[src/rtl/rtc_pkg.sv]
package rtc_pkg;

    localparam int REG_W = 8;
    localparam int SEC_W = 6;
    localparam int MIN_W = 6;
    localparam int HR_W  = 5;
    localparam int DAY_W = 9;

    localparam logic [SEC_W-1:0] SEC_MAX = SEC_W'(59);
    localparam logic [MIN_W-1:0] MIN_MAX = MIN_W'(59);
    localparam logic [HR_W-1:0]  HR_MAX  = HR_W'(23);
    localparam logic [DAY_W-1:0] DAY_MAX = '1;

    localparam logic [REG_W-1:0] IDX_SEC    = 8'h08;
    localparam logic [REG_W-1:0] IDX_MIN    = 8'h09;
    localparam logic [REG_W-1:0] IDX_HR     = 8'h0A;
    localparam logic [REG_W-1:0] IDX_DAY_LO = 8'h0B;
    localparam logic [REG_W-1:0] IDX_FLAGS  = 8'h0C;

    localparam int FLAG_DAY8_BIT  = 0;
    localparam int FLAG_HALT_BIT  = 6;
    localparam int FLAG_CARRY_BIT = 7;

    typedef struct packed {
        logic             carry;
        logic             halt;
        logic [DAY_W-1:0] day;
        logic [HR_W-1:0]  hr;
        logic [MIN_W-1:0] min;
        logic [SEC_W-1:0] sec;
    } rtc_time_t;

    // One-second step with the full carry chain.
    function automatic rtc_time_t rtc_advance(rtc_time_t t);
        rtc_time_t n;
        n = t;
        if (t.sec != SEC_MAX) begin
            n.sec = t.sec + SEC_W'(1);
        end else begin
            n.sec = '0;
            if (t.min != MIN_MAX) begin
                n.min = t.min + MIN_W'(1);
            end else begin
                n.min = '0;
                if (t.hr != HR_MAX) begin
                    n.hr = t.hr + HR_W'(1);
                end else begin
                    n.hr = '0;
                    if (t.day != DAY_MAX) begin
                        n.day = t.day + DAY_W'(1);
                    end else begin
                        n.day   = '0;
                        n.carry = 1'b1;
                    end
                end
            end
        end
        return n;
    endfunction

    // Overlay a software write onto one field.
    function automatic rtc_time_t rtc_apply_write(rtc_time_t t,
                                                  logic [REG_W-1:0] idx,
                                                  logic [REG_W-1:0] d);
        rtc_time_t n;
        n = t;
        case (idx)
            IDX_SEC:    n.sec = d[SEC_W-1:0];
            IDX_MIN:    n.min = d[MIN_W-1:0];
            IDX_HR:     n.hr  = d[HR_W-1:0];
            IDX_DAY_LO: n.day[REG_W-1:0] = d;
            IDX_FLAGS: begin
                n.day[DAY_W-1] = d[FLAG_DAY8_BIT];
                n.halt         = d[FLAG_HALT_BIT];
                n.carry        = d[FLAG_CARRY_BIT];
            end
            default: ;
        endcase
        return n;
    endfunction

    function automatic logic [REG_W-1:0] rtc_read_reg(rtc_time_t t,
                                                      logic [REG_W-1:0] idx);
        logic [REG_W-1:0] r;
        r = '0;
        case (idx)
            IDX_SEC:    r = REG_W'(t.sec);
            IDX_MIN:    r = REG_W'(t.min);
            IDX_HR:     r = REG_W'(t.hr);
            IDX_DAY_LO: r = t.day[REG_W-1:0];
            IDX_FLAGS: begin
                r[FLAG_DAY8_BIT]  = t.day[DAY_W-1];
                r[FLAG_HALT_BIT]  = t.halt;
                r[FLAG_CARRY_BIT] = t.carry;
            end
            default: r = '0;
        endcase
        return r;
    endfunction

endpackage

[src/rtl/rtc_prescaler.sv]
module rtc_prescaler #(
    parameter int SUBTICKS = 4
) (
    input  logic clk,
    input  logic rst,
    input  logic tick,
    input  logic run,
    input  logic clr,
    output logic sec_pulse
);
    localparam int CNT_W = (SUBTICKS > 1) ? $clog2(SUBTICKS) : 1;
    localparam logic [CNT_W-1:0] LAST = CNT_W'(SUBTICKS - 1);

    logic [CNT_W-1:0] cnt_q;
    logic             adv;

    assign adv       = tick && run && !clr;
    assign sec_pulse = adv && (cnt_q == LAST);

    always_ff @(posedge clk) begin
        if (rst || clr) begin
            cnt_q <= '0;
        end else if (adv) begin
            cnt_q <= (cnt_q == LAST) ? '0 : cnt_q + CNT_W'(1);
        end
    end
endmodule

[src/rtl/rtc_live_counters.sv]
module rtc_live_counters
    import rtc_pkg::*;
(
    input  logic             clk,
    input  logic             rst,
    input  logic             sec_pulse,
    input  logic             wr_en,
    input  logic [REG_W-1:0] reg_sel,
    input  logic [REG_W-1:0] wr_data,
    output rtc_time_t        live_q
);
    rtc_time_t stepped;
    rtc_time_t nxt;

    always_comb begin
        stepped = sec_pulse ? rtc_advance(live_q) : live_q;
        nxt     = wr_en ? rtc_apply_write(stepped, reg_sel, wr_data) : stepped;
    end

    always_ff @(posedge clk) begin
        if (rst) begin
            live_q <= '0;
        end else begin
            live_q <= nxt;
        end
    end
endmodule

[src/rtl/rtc_snapshot.sv]
module rtc_snapshot
    import rtc_pkg::*;
(
    input  logic             clk,
    input  logic             rst,
    input  logic             latch_pulse,
    input  rtc_time_t        live_q,
    input  logic [REG_W-1:0] reg_sel,
    output rtc_time_t        snap_q,
    output logic [REG_W-1:0] rd_data
);
    always_ff @(posedge clk) begin
        if (rst) begin
            snap_q <= '0;
        end else if (latch_pulse) begin
            snap_q <= live_q;
        end
    end

    assign rd_data = rtc_read_reg(snap_q, reg_sel);
endmodule

[src/rtl/rtc_snapshot_clock.sv]
module rtc_snapshot_clock
    import rtc_pkg::*;
#(
    parameter int SUBTICKS = 4
) (
    input  logic             clk,
    input  logic             rst,
    input  logic             tick,
    input  logic             latch_pulse,
    input  logic [REG_W-1:0] reg_sel,
    input  logic             wr_en,
    input  logic [REG_W-1:0] wr_data,
    output logic [REG_W-1:0] rd_data
);
    rtc_time_t live_q;
    rtc_time_t snap_q;
    logic      sec_pulse;
    logic      sec_write;

    assign sec_write = wr_en && (reg_sel == IDX_SEC);

    rtc_prescaler #(.SUBTICKS(SUBTICKS)) u_presc (
        .clk       (clk),
        .rst       (rst),
        .tick      (tick),
        .run       (!live_q.halt),
        .clr       (sec_write),
        .sec_pulse (sec_pulse)
    );

    rtc_live_counters u_live (
        .clk       (clk),
        .rst       (rst),
        .sec_pulse (sec_pulse),
        .wr_en     (wr_en),
        .reg_sel   (reg_sel),
        .wr_data   (wr_data),
        .live_q    (live_q)
    );

    rtc_snapshot u_snap (
        .clk         (clk),
        .rst         (rst),
        .latch_pulse (latch_pulse),
        .live_q      (live_q),
        .reg_sel     (reg_sel),
        .snap_q      (snap_q),
        .rd_data     (rd_data)
    );
endmodule

[config.mk]
export PLATFORM = sky130hd
export DESIGN_NAME = rtc_snapshot_clock
export DESIGN_NICKNAME = d
export VERILOG_FILES = /design/src/rtl/rtc_pkg.sv /design/src/rtl/rtc_prescaler.sv /design/src/rtl/rtc_live_counters.sv /design/src/rtl/rtc_snapshot.sv /design/src/rtl/rtc_snapshot_clock.sv
export SDC_FILE = /design/constraint.sdc
export NUM_CORES = 1
export LEC_CHECK = 0
export BUFFER_PORTS_ARGS = -buffer_cell sky130_fd_sc_hd__buf_2
export CORE_MARGIN = 10
export CORE_UTILIZATION = 41
export CTS_BUF_LIST = sky130_fd_sc_hd__clkbuf_16
export CTS_CLUSTER_DIAMETER = 40
export DETAILED_ROUTE_END_ITERATION = 7
export SLEW_MARGIN = 10
export SYNTH_ARGS = -nofsm -noshare
export SYNTH_HDL_FRONTEND = slang
export SYNTH_SLANG_ARGS = --single-unit
[constraint.sdc]
create_clock -name clk -period 5.75 [get_ports clk]
set_input_delay 1.15 -clock clk [delete_from_list [all_inputs] [get_ports clk]]
set_output_delay 1.15 -clock clk [all_outputs]
set_load 0.01 [all_outputs]
==> After elaboration in Yosys (flattened, before gate mapping) <==
Index checks and enable logic that the tools add are counted.
{ "word_totals": {"in_bits": 21, "wordCells": 57, "output_inout_bits": 8, "register_bits": 58} }
{ "classes": {"n_reduce_logical": 7, "n_eq_ne": 10, "n_mux": 22, "addsub": 5} }
{ "op_table": {"columns": ["op", "count"], "rows": [
  ["28-bit two-way mux", 2],
  ["8-bit by 4-bit equality test with 1-bit output (second input constant)", 5],
  ["6-bit two-way mux", 4],
  ["20-bit two-way mux", 1],
  ["5-bit case mux with 4 select lines", 1],
  ["9-bit two-way mux", 2],
  ["14-bit two-way mux", 1],
  ["6-bit by 1-bit adder with 6-bit output (second input constant)", 2],
  ["6-bit != test (second input constant)", 2],
  ["5-bit two-way mux", 2],
  ["9-bit by 1-bit adder with 9-bit output (second input constant)", 1],
  ["9-bit != test (second input constant)", 1],
  ["8-bit two-way mux", 1],
  ["5-bit by 1-bit adder with 5-bit output (second input constant)", 1],
  ["5-bit != test (second input constant)", 1],
  ["1-bit case mux with 5 select lines", 1],
  ["1-bit logical AND", 4],
  ["1-bit two-way mux", 4],
  ["2-bit case mux with 2 select lines", 1],
  ["3-bit two-way mux", 1],
  ["2-bit by 1-bit adder with 2-bit output (second input constant)", 1],
  ["2-bit equality test (second input constant)", 1],
  ["1-bit zero test", 2],
  ["2-bit two-way mux", 1],
  ["1-bit logical OR", 1]
]} }

==> Longest topological paths before layout <==
Gate-level depths: netlist (run 1).
{ "logic_depth": {"depth_word": 8, "mapped_depth": 9, "mapped_depth_nobuf": 8} }

==> By module <==
A second synthesis (run 1) with hierarchy kept.
{ "hier_totals": {"cells_unflattened": 344, "hier_area_um2": 3103.0} }
{ "modules_own_cells": {"columns": ["mod", "instances", "area_per_inst_um2", "cells_each", "seq_area_each_um2"], "rows": [
  ["rtc_live_counters", 1, 1712.9, 210, 560.5],
  ["rtc_snapshot", 1, 1246.2, 119, 560.5],
  ["rtc_prescaler", 1, 116.4, 11, 40.0],
  ["rtc_snapshot_clock", 1, 27.5, 4, 0.0]
]} }

==> Worst setup path before layout (run 1) <==
Ideal clock, no wire load.
{ "synth_path": {"path_type": "input to output", "startpoint": "in reg_sel[0]", "endpoint": "out rd_data[4]", "required_ns": 4.600, "t_arrival_ns": 2.107, "n_path_buf": 2, "cell_stages": 4, "setup_slack_ns": 2.493, "cell_sequence": "buf_2 -> buf_1 -> mux4_2 -> and2_1"} }
{ "synth_via": {"elab_chain_len": 2, "word_cells_on_any_way": 5, "classes_between": "4 x eq/ne; 1 x mux"} }
{ "synth_rtl": {"columns": ["element", "line", "source"], "rows": [
  ["from (decl)", "rtc_snapshot_clock.sv:10", "input logic [REG_W-1:0] reg_sel,"],
  ["8-bit by 4-bit equality test with 1-bit output", "rtc_pkg.sv:86", "case (idx)"],
  ["5-bit case mux with 4 select lines *", "rtc_pkg.sv:86", null],
  ["to (decl)", "rtc_snapshot_clock.sv:13", "output logic [REG_W-1:0] rd_data"]
]} }
Mark *: on every way between the ends. The rest lies on a longest branch, timed or not.

==> Final worst setup path (run 1) <==
{ "layout_path": {"startpoint": "in reg_sel[0]", "endpoint": "out rd_data[0]"} }
{ "layout_via": {"elab_chain_len": 2, "word_cells_on_any_way": 6, "classes_between": "5 x eq/ne; 1 x mux"} }
{ "layout_rtl": {"columns": ["element", "line"], "rows": [
  ["8-bit by 4-bit equality test with 1-bit output", "rtc_pkg.sv:86"],
  ["1-bit case mux with 5 select lines *", "rtc_pkg.sv:86"]
]} }
Marks and branches as above.

==> flow_summary.yaml, run 1 <==
detailed_routing:
  detail-route-antenna-nets: 0
  wire_per_inst_um: 16.86
  vias: 2646
  dr.first_iter.drc_count: 118
  detailedRoute.firstPassIterationCount: 4
  vias_per_cell: 5.654
  route.detailed.drc: 0
  detail_route.wirelength_mm: 7.889
timing:
  final_period_minus_worst_setup_slack_ps: 3455
  finalCritPeriodShare: 0.6008
  timing_worst_slew_pin_value_ps: 868.9
  setup_ws_ps: 2295
  timing_max_transition_violations_final: 0
  fin_setup_tns_ps: 0
  fin_worst_skew_ps: 6.843
  final.hold.worst_slack_ps: 493.6
  rsz_0062_raised_after_global_routing: "no"
  report.final.setup_viol: 0
  timing.fmax_mhz: 289.4
  finalHoldViolations: 0
  slew_headroom: 0.4207
placement:
  dp_hpwl_mm: 5.573
  io_buffer_count: 28
  dpl-instance-area_sq_um: 3232
  place_congestion: 0.8101
  place_ws_ps: 2281
  numPlacedInstances: 453
layout:
  final_nets: 393
  flow.area_growth_from_synthesis_pct: 15.07
  layout_cells_sized_above_1: 0.1463
  finish.utilization: 0.4835
  finalInstanceArea_sq_um: 3507
  layoutNonFillerInstCount: 468
  antenna_cells: 0
setup_path:
  cp_cell_sequence: "buf_2 > mux2_2 > a22oi_1 > nor2_1 > nor2_1 > nor2_1 > buf_2"
  endpoint_kind: "primary output"
  arrival_time_worst_endpoint_ps: 2300
  cp_max_stage_delay_ps: 380
  path_common_cell: "nor2_1"
  crit_path_start_kind: "input pin"
  path_class: "in2out"
  path_max_fanout: 15
  worst_ep_required_time_ps: 4600
  crit_path_top_delay_cell: "mux2_2"
global_routing:
  global_route_overflow: 0
  pin_count_of_the_biggest_net_entering_global_routing: 48
  groute.layer.met2.usage: 0.2416
  gr-usage-all-layers: 0.1438
  grt_pass1_wl_mm: 13.10
  met1_track_demand_over_resource: 0.1748
  grt_antenna_before_repair: 0
  first_global_vias: 2564
  global_route.peak_usage_layer: "met2"
  gr_layer_usage_met3: 0.02959
floorplan:
  rows: 31
  floorplan.die_area_sq_um: 11280
  floorplan.core_area_sq_um: 7253
  die_height_um: 106.2
  floorplan.initialDensity: 0.4202
  die_width_um: 106.2
  top_level_ports: 29
run_status:
  run_status: "complete, no violations"
power:
  ratio_of_total_power_to_cell_area_nw_per_um2: 271.0
  power.leakage_nw: 1.460
  fin_total_pwr_mw: 0.9505
  vdd_ir_drop_max_mv: 0.1556
synth:
  postSynthCellCount: 346
  synthSimpleGateAreaFrac: 0.2635
  mappedNetlistArea_sq_um: 3048
  synthFlopType: "dfxtp_1"
  share_of_the_synthesized_area_in_compound_gates_ao_oa_aoi_oai: 0.1330
  synth_mux_area_frac: 0.1486
  synth-seq-cells: 58
  synth_sequential_area_ratio: 0.3810
  main_combinational_cell_family_by_area_after_synthesis: "simple AND/OR/NAND/NOR gates"
  synth.net_count: 374
  synth_cell_type_count: 48
  post_synth_fa_ha_maj_area_fraction: 0.02874
  synth_xor_area_frac: 0.01149
  synth_warnings: 0
  avgSynthCellArea_sq_um: 8.809
  asyncSetResetFlopFracSynth: 0
  synth-edff-count: 0
clock_tree:
  clk_root_buffer_cell: "clkbuf_16"
  cts-buffers-inserted: 9
  cts-htree-levels: 3
  clkTransAtPathRegs_ps: 50
  cts-hold-fix-buffers: 0
  cts_resized: 0
  clkSinkCount: 58
  cts_buffer_depth: 2
  postCtsSetupBuffers: 0
  insertion_delay_ps: 320
  tritoncts_clock_tree: "yes"
min_path:
  min-delay-path-class: "reg2reg"
job:
  drv_cap: 0
==> worst max-delay path, delay by kind of cell <==
kind / cells / cell delay [ps]
muxes: 1 / 380
and+or+nand+nor: 3 / 190
AOI/OAI and AO/OA: 1 / 130
buffers and inverters: 2 / 440
==> per-layer routing <==
metal,vias up,share of wire
met1,1269,0.45
met2,59,0.49
met3,11,0.049
met4,0,0.015
met5,-,0
li1,1307,-
==> cells by family after synthesis <==
group,Yosys count
AO/OA/AOI/OAI,62
adder cells (fa/ha/maj),7
multiplexers,40
AND/OR/NAND/NOR,149
XOR/XNOR,4
buffers and inverters,26
flip-flops,58
==> sequential cells by signal, indices dropped and copies added (netlist names) <==
signal and cells:
u_snap.snap_q 28, u_presc.cnt_q 2, u_live.live_q 28
==> path summary, 6_finish.rpt <==
kind | startpoint | end | slack [ps] | cells after the start
min | u_snap.snap_q[13] | u_snap.snap_q[13] | 490 | 2
min reg2reg | u_snap.snap_q[13] | u_snap.snap_q[13] | 490 | 2
max reg2reg | u_live.live_q[0] | u_live.live_q[22] | 3350 | 6
max | reg_sel[0] | rd_data[0] | 2300 | 7
==> cell usage in the layout, fill, tap and decap left out, drive strengths merged, types with 2 or more instances in the layout <==
cell type	netlist	final
nor2	65	65
dfxtp	58	58
mux2i	34	34
buf	7	28
o21ai	20	20
nand2	18	18
nand3	11	11
a31oi	11	11
clkbuf	13	9
and2	8	8
a211oi	8	8
nand4	8	8
inv	6	7
ha	7	7
nor3	7	7
a311oi	6	6
nand3b	5	5
a21oi	5	5
mux4	4	4
or3	4	4
xor2	4	4
clkinv	0	4
nand4b	4	4
a22oi	3	3
o211ai	3	3
or4	3	3
nor2b	3	3
and3b	2	2
mux2	2	2
o32ai	2	2
and3	2	2
o31a	2	2
or4b	2	2
==> cell usage after synthesis, types with 5 or more instances <==
cell	count	area (sq um)
a211oi_1	8	60.06
nand4_1	7	43.79
nor3_1	6	30.03
ha_1	7	87.58
o21ai_0	20	100.1
a21oi_1	5	25.02
dfxtp_1	58	1161
a311oi_1	6	52.55
mux2i_1	34	340.3
a31oi_1	11	68.82
nand3_1	11	55.05
clkbuf_1	13	48.80
inv_1	6	22.52
nand2_1	17	63.81
and2_1	8	50.05
nand3b_1	5	37.54
nor2_1	64	240.2
==> power by group <==
part           internal, mW  switching (mW)
clock network         0.325           0.175
logic                0.0156          0.0286
registers             0.404         0.00154
==> cell type report <==
cell class / count / area (sq um)
Tap cell: 99 / 123.9
Sequential cell: 58 / 1161
Inverter: 6 / 22.52
Timing Repair Buffer: 28 / 140.1
Clock inverter: 6 / 50.05
Clock buffer: 9 / 225.2
Fill cell: 701 / 3746
Multi-Input combinational cell: 262 / 1784
(Power assumes the default switching activity.)
==> run 2, diff against run 1 <==
clock period = 3.1 ns   (was 5.75 ns; I/O delays follow)
==> run 2 against run 1 <==
Via count decreased by 0.26%. First-iteration DRC count increased by 38%. Critical path depth unchanged. Final cell count increased by 0.43%.
==> flow_summary.yaml, run 2 (same netlist as run 1, synthesis figures left out) <==
clock_tree:
  cts_resized: 0
  cts_buffer_depth: 2
  cts-htree-levels: 3
  insertion_delay_ps: 320
  cts-hold-fix-buffers: 0
  clkSinkCount: 58
  postCtsSetupBuffers: 0
  tritoncts_clock_tree: "yes"
  cts-buffers-inserted: 9
  clk_root_buffer_cell: "clkbuf_16"
  clkTransAtPathRegs_ps: 50
timing:
  final_period_minus_worst_setup_slack_ps: 2409
  fin_setup_tns_ps: 0
  fin_worst_skew_ps: 8.207
  final.hold.worst_slack_ps: 489.8
  report.final.setup_viol: 0
  finalHoldViolations: 0
  timing_max_transition_violations_final: 0
  slew_headroom: 0.4093
  finalCritPeriodShare: 0.7770
  timing_worst_slew_pin_value_ps: 886.1
  timing.fmax_mhz: 415.1
  rsz_0062_raised_after_global_routing: "no"
floorplan:
  die_height_um: 106.2
  floorplan.core_area_sq_um: 7253
  rows: 31
  die_width_um: 106.2
  top_level_ports: 29
  floorplan.die_area_sq_um: 11280
  floorplan.initialDensity: 0.4202
setup_path:
  crit_path_top_delay_cell: "mux2_2"
  path_max_fanout: 15
  cp_cell_sequence: "buf_2 > mux2_2 > a22oi_1 > nor2_1 > nor2_1 > nor2_1 > buf_2"
  worst_ep_required_time_ps: 2480
  path_class: "in2out"
  crit_path_start_kind: "input pin"
  critical_path.top_delay_family: "buffers and inverters"
  cp_max_stage_delay_ps: 380
  endpoint_kind: "primary output"
  path_common_cell: "nor2_1"
  arrival_time_worst_endpoint_ps: 1790
  critical_path_buf_inv_count: 2
detailed_routing:
  wire_per_inst_um: 16.52
  route.detailed.drc: 0
  dr.first_iter.drc_count: 163
  detail-route-antenna-nets: 0
  vias: 2639
  detail_route.wirelength_mm: 7.766
  vias_per_cell: 5.615
  detailedRoute.firstPassIterationCount: 4
run_status:
  run_status: "complete, no violations"
global_routing:
  first_global_vias: 2445
  grt_antenna_before_repair: 0
  pin_count_of_the_biggest_net_entering_global_routing: 47
  gr-usage-all-layers: 0.1390
  global_route_overflow: 0
  grt_pass1_wl_mm: 12.63
layout:
  layout_cells_sized_above_1: 0.1536
  finalInstanceArea_sq_um: 3523
  final_nets: 395
  flow.area_growth_from_synthesis_pct: 15.60
  layoutNonFillerInstCount: 470
  multiInputGateArea_sq_um: 1784
  layout_common_cells: "64 x nor2_1, 58 x dfxtp_1, 34 x mux2i_1, 28 x buf_2, 20 x o21ai_0"
  count_of_filler_cells_inserted_in_the_layout: 708
  antenna_cells: 0
  mostFrequentLayoutCell: "nor2_1"
  seq_area_sq_um: 1161
  top_regs: "u_live.live_q: 28 flops, u_snap.snap_q: 28 flops, u_presc.cnt_q: 2 flops"
power:
  ratio_of_total_power_to_cell_area_nw_per_um2: 498.9
  vdd_ir_drop_max_mv: 0.3208
  power.leakage_nw: 1.475
job:
  drv_cap: 0
placement:
  numPlacedInstances: 455
  dp_hpwl_mm: 5.486
  place_congestion: 0.8206
  dpl-instance-area_sq_um: 3247
  io_buffer_count: 28
min_path:
  min-delay-path-class: "reg2reg"
## run 2: cell count changes in the layout (fill, tap and decap cells not counted)
cell,change
inv_1,+1
clkinv_1,-2
clkinv_2,+1
buf_4,+2
## run 2: worst reg2reg max path: cells and delay by family, from the launching register on
kind | cells | cell delay (ps)
AND/OR/NAND/NOR | 4 | 1430
flip-flops | 1 | 390
AO/OA/AOI/OAI | 1 | 160
adder cells (fa/ha/maj) | 1 | 290
## run 2: final cells by class
type	count	share of cell area
multi-input combinational	262	0.5064
tap	99	0.03516
inverter	6	0.006392
timing repair buffer	30	0.04403
clock inverter	6	0.01456
sequential	58	0.3295
clock buffer	9	0.06392
## run 2: final timing paths
check                           end               from  slack [ps]  depth (start not counted)
setup / recovery         rd_data[0]         reg_sel[0]         690                          7
hold / removal    u_snap.snap_q[27]  u_live.live_q[27]         490                          2
setup reg to reg  u_live.live_q[22]   u_live.live_q[0]         750                          6
hold reg to reg   u_snap.snap_q[27]  u_live.live_q[27]         490                          2
## run 2: metrics by stage
step | util | power (mW) | setup WS (ps)
2_1_floorplan | - | 0.8174 | 902.9
3_3_place_gp | 0.4476 | 0.8512 | 444.6
3_5_place_dp | 0.4476 | 0.8516 | 526.1
4_1_cts | 0.4858 | 1.774 | 683.4
5_1_grt | 0.4858 | 1.808 | 543.7
6_report | 0.4858 | 1.758 | 691.2
## run 2: metal layers
| layer | global-route usage | up-vias | wire [um] |
|---|---|---|---|
| met5 | 0 | - | 0 |
| met4 | 0.05803 | 0 | 104 |
| met3 | 0.02657 | 8 | 343 |
| met2 | 0.2239 | 56 | 3696 |
| met1 | 0.1777 | 1263 | 3622 |
| li1 | - | 1312 | - |
## run 2: where the power goes
part | total, mW | internal [mW] | leakage, nW | switching [mW]
sequential | 0.753 | 0.750 | 0.467 | 0.00275
combinational | 0.0835 | 0.0298 | 0.862 | 0.0538
clock | 0.921 | 0.604 | 0.145 | 0.317
total | 1.76 | 1.38 | 1.47 | 0.374
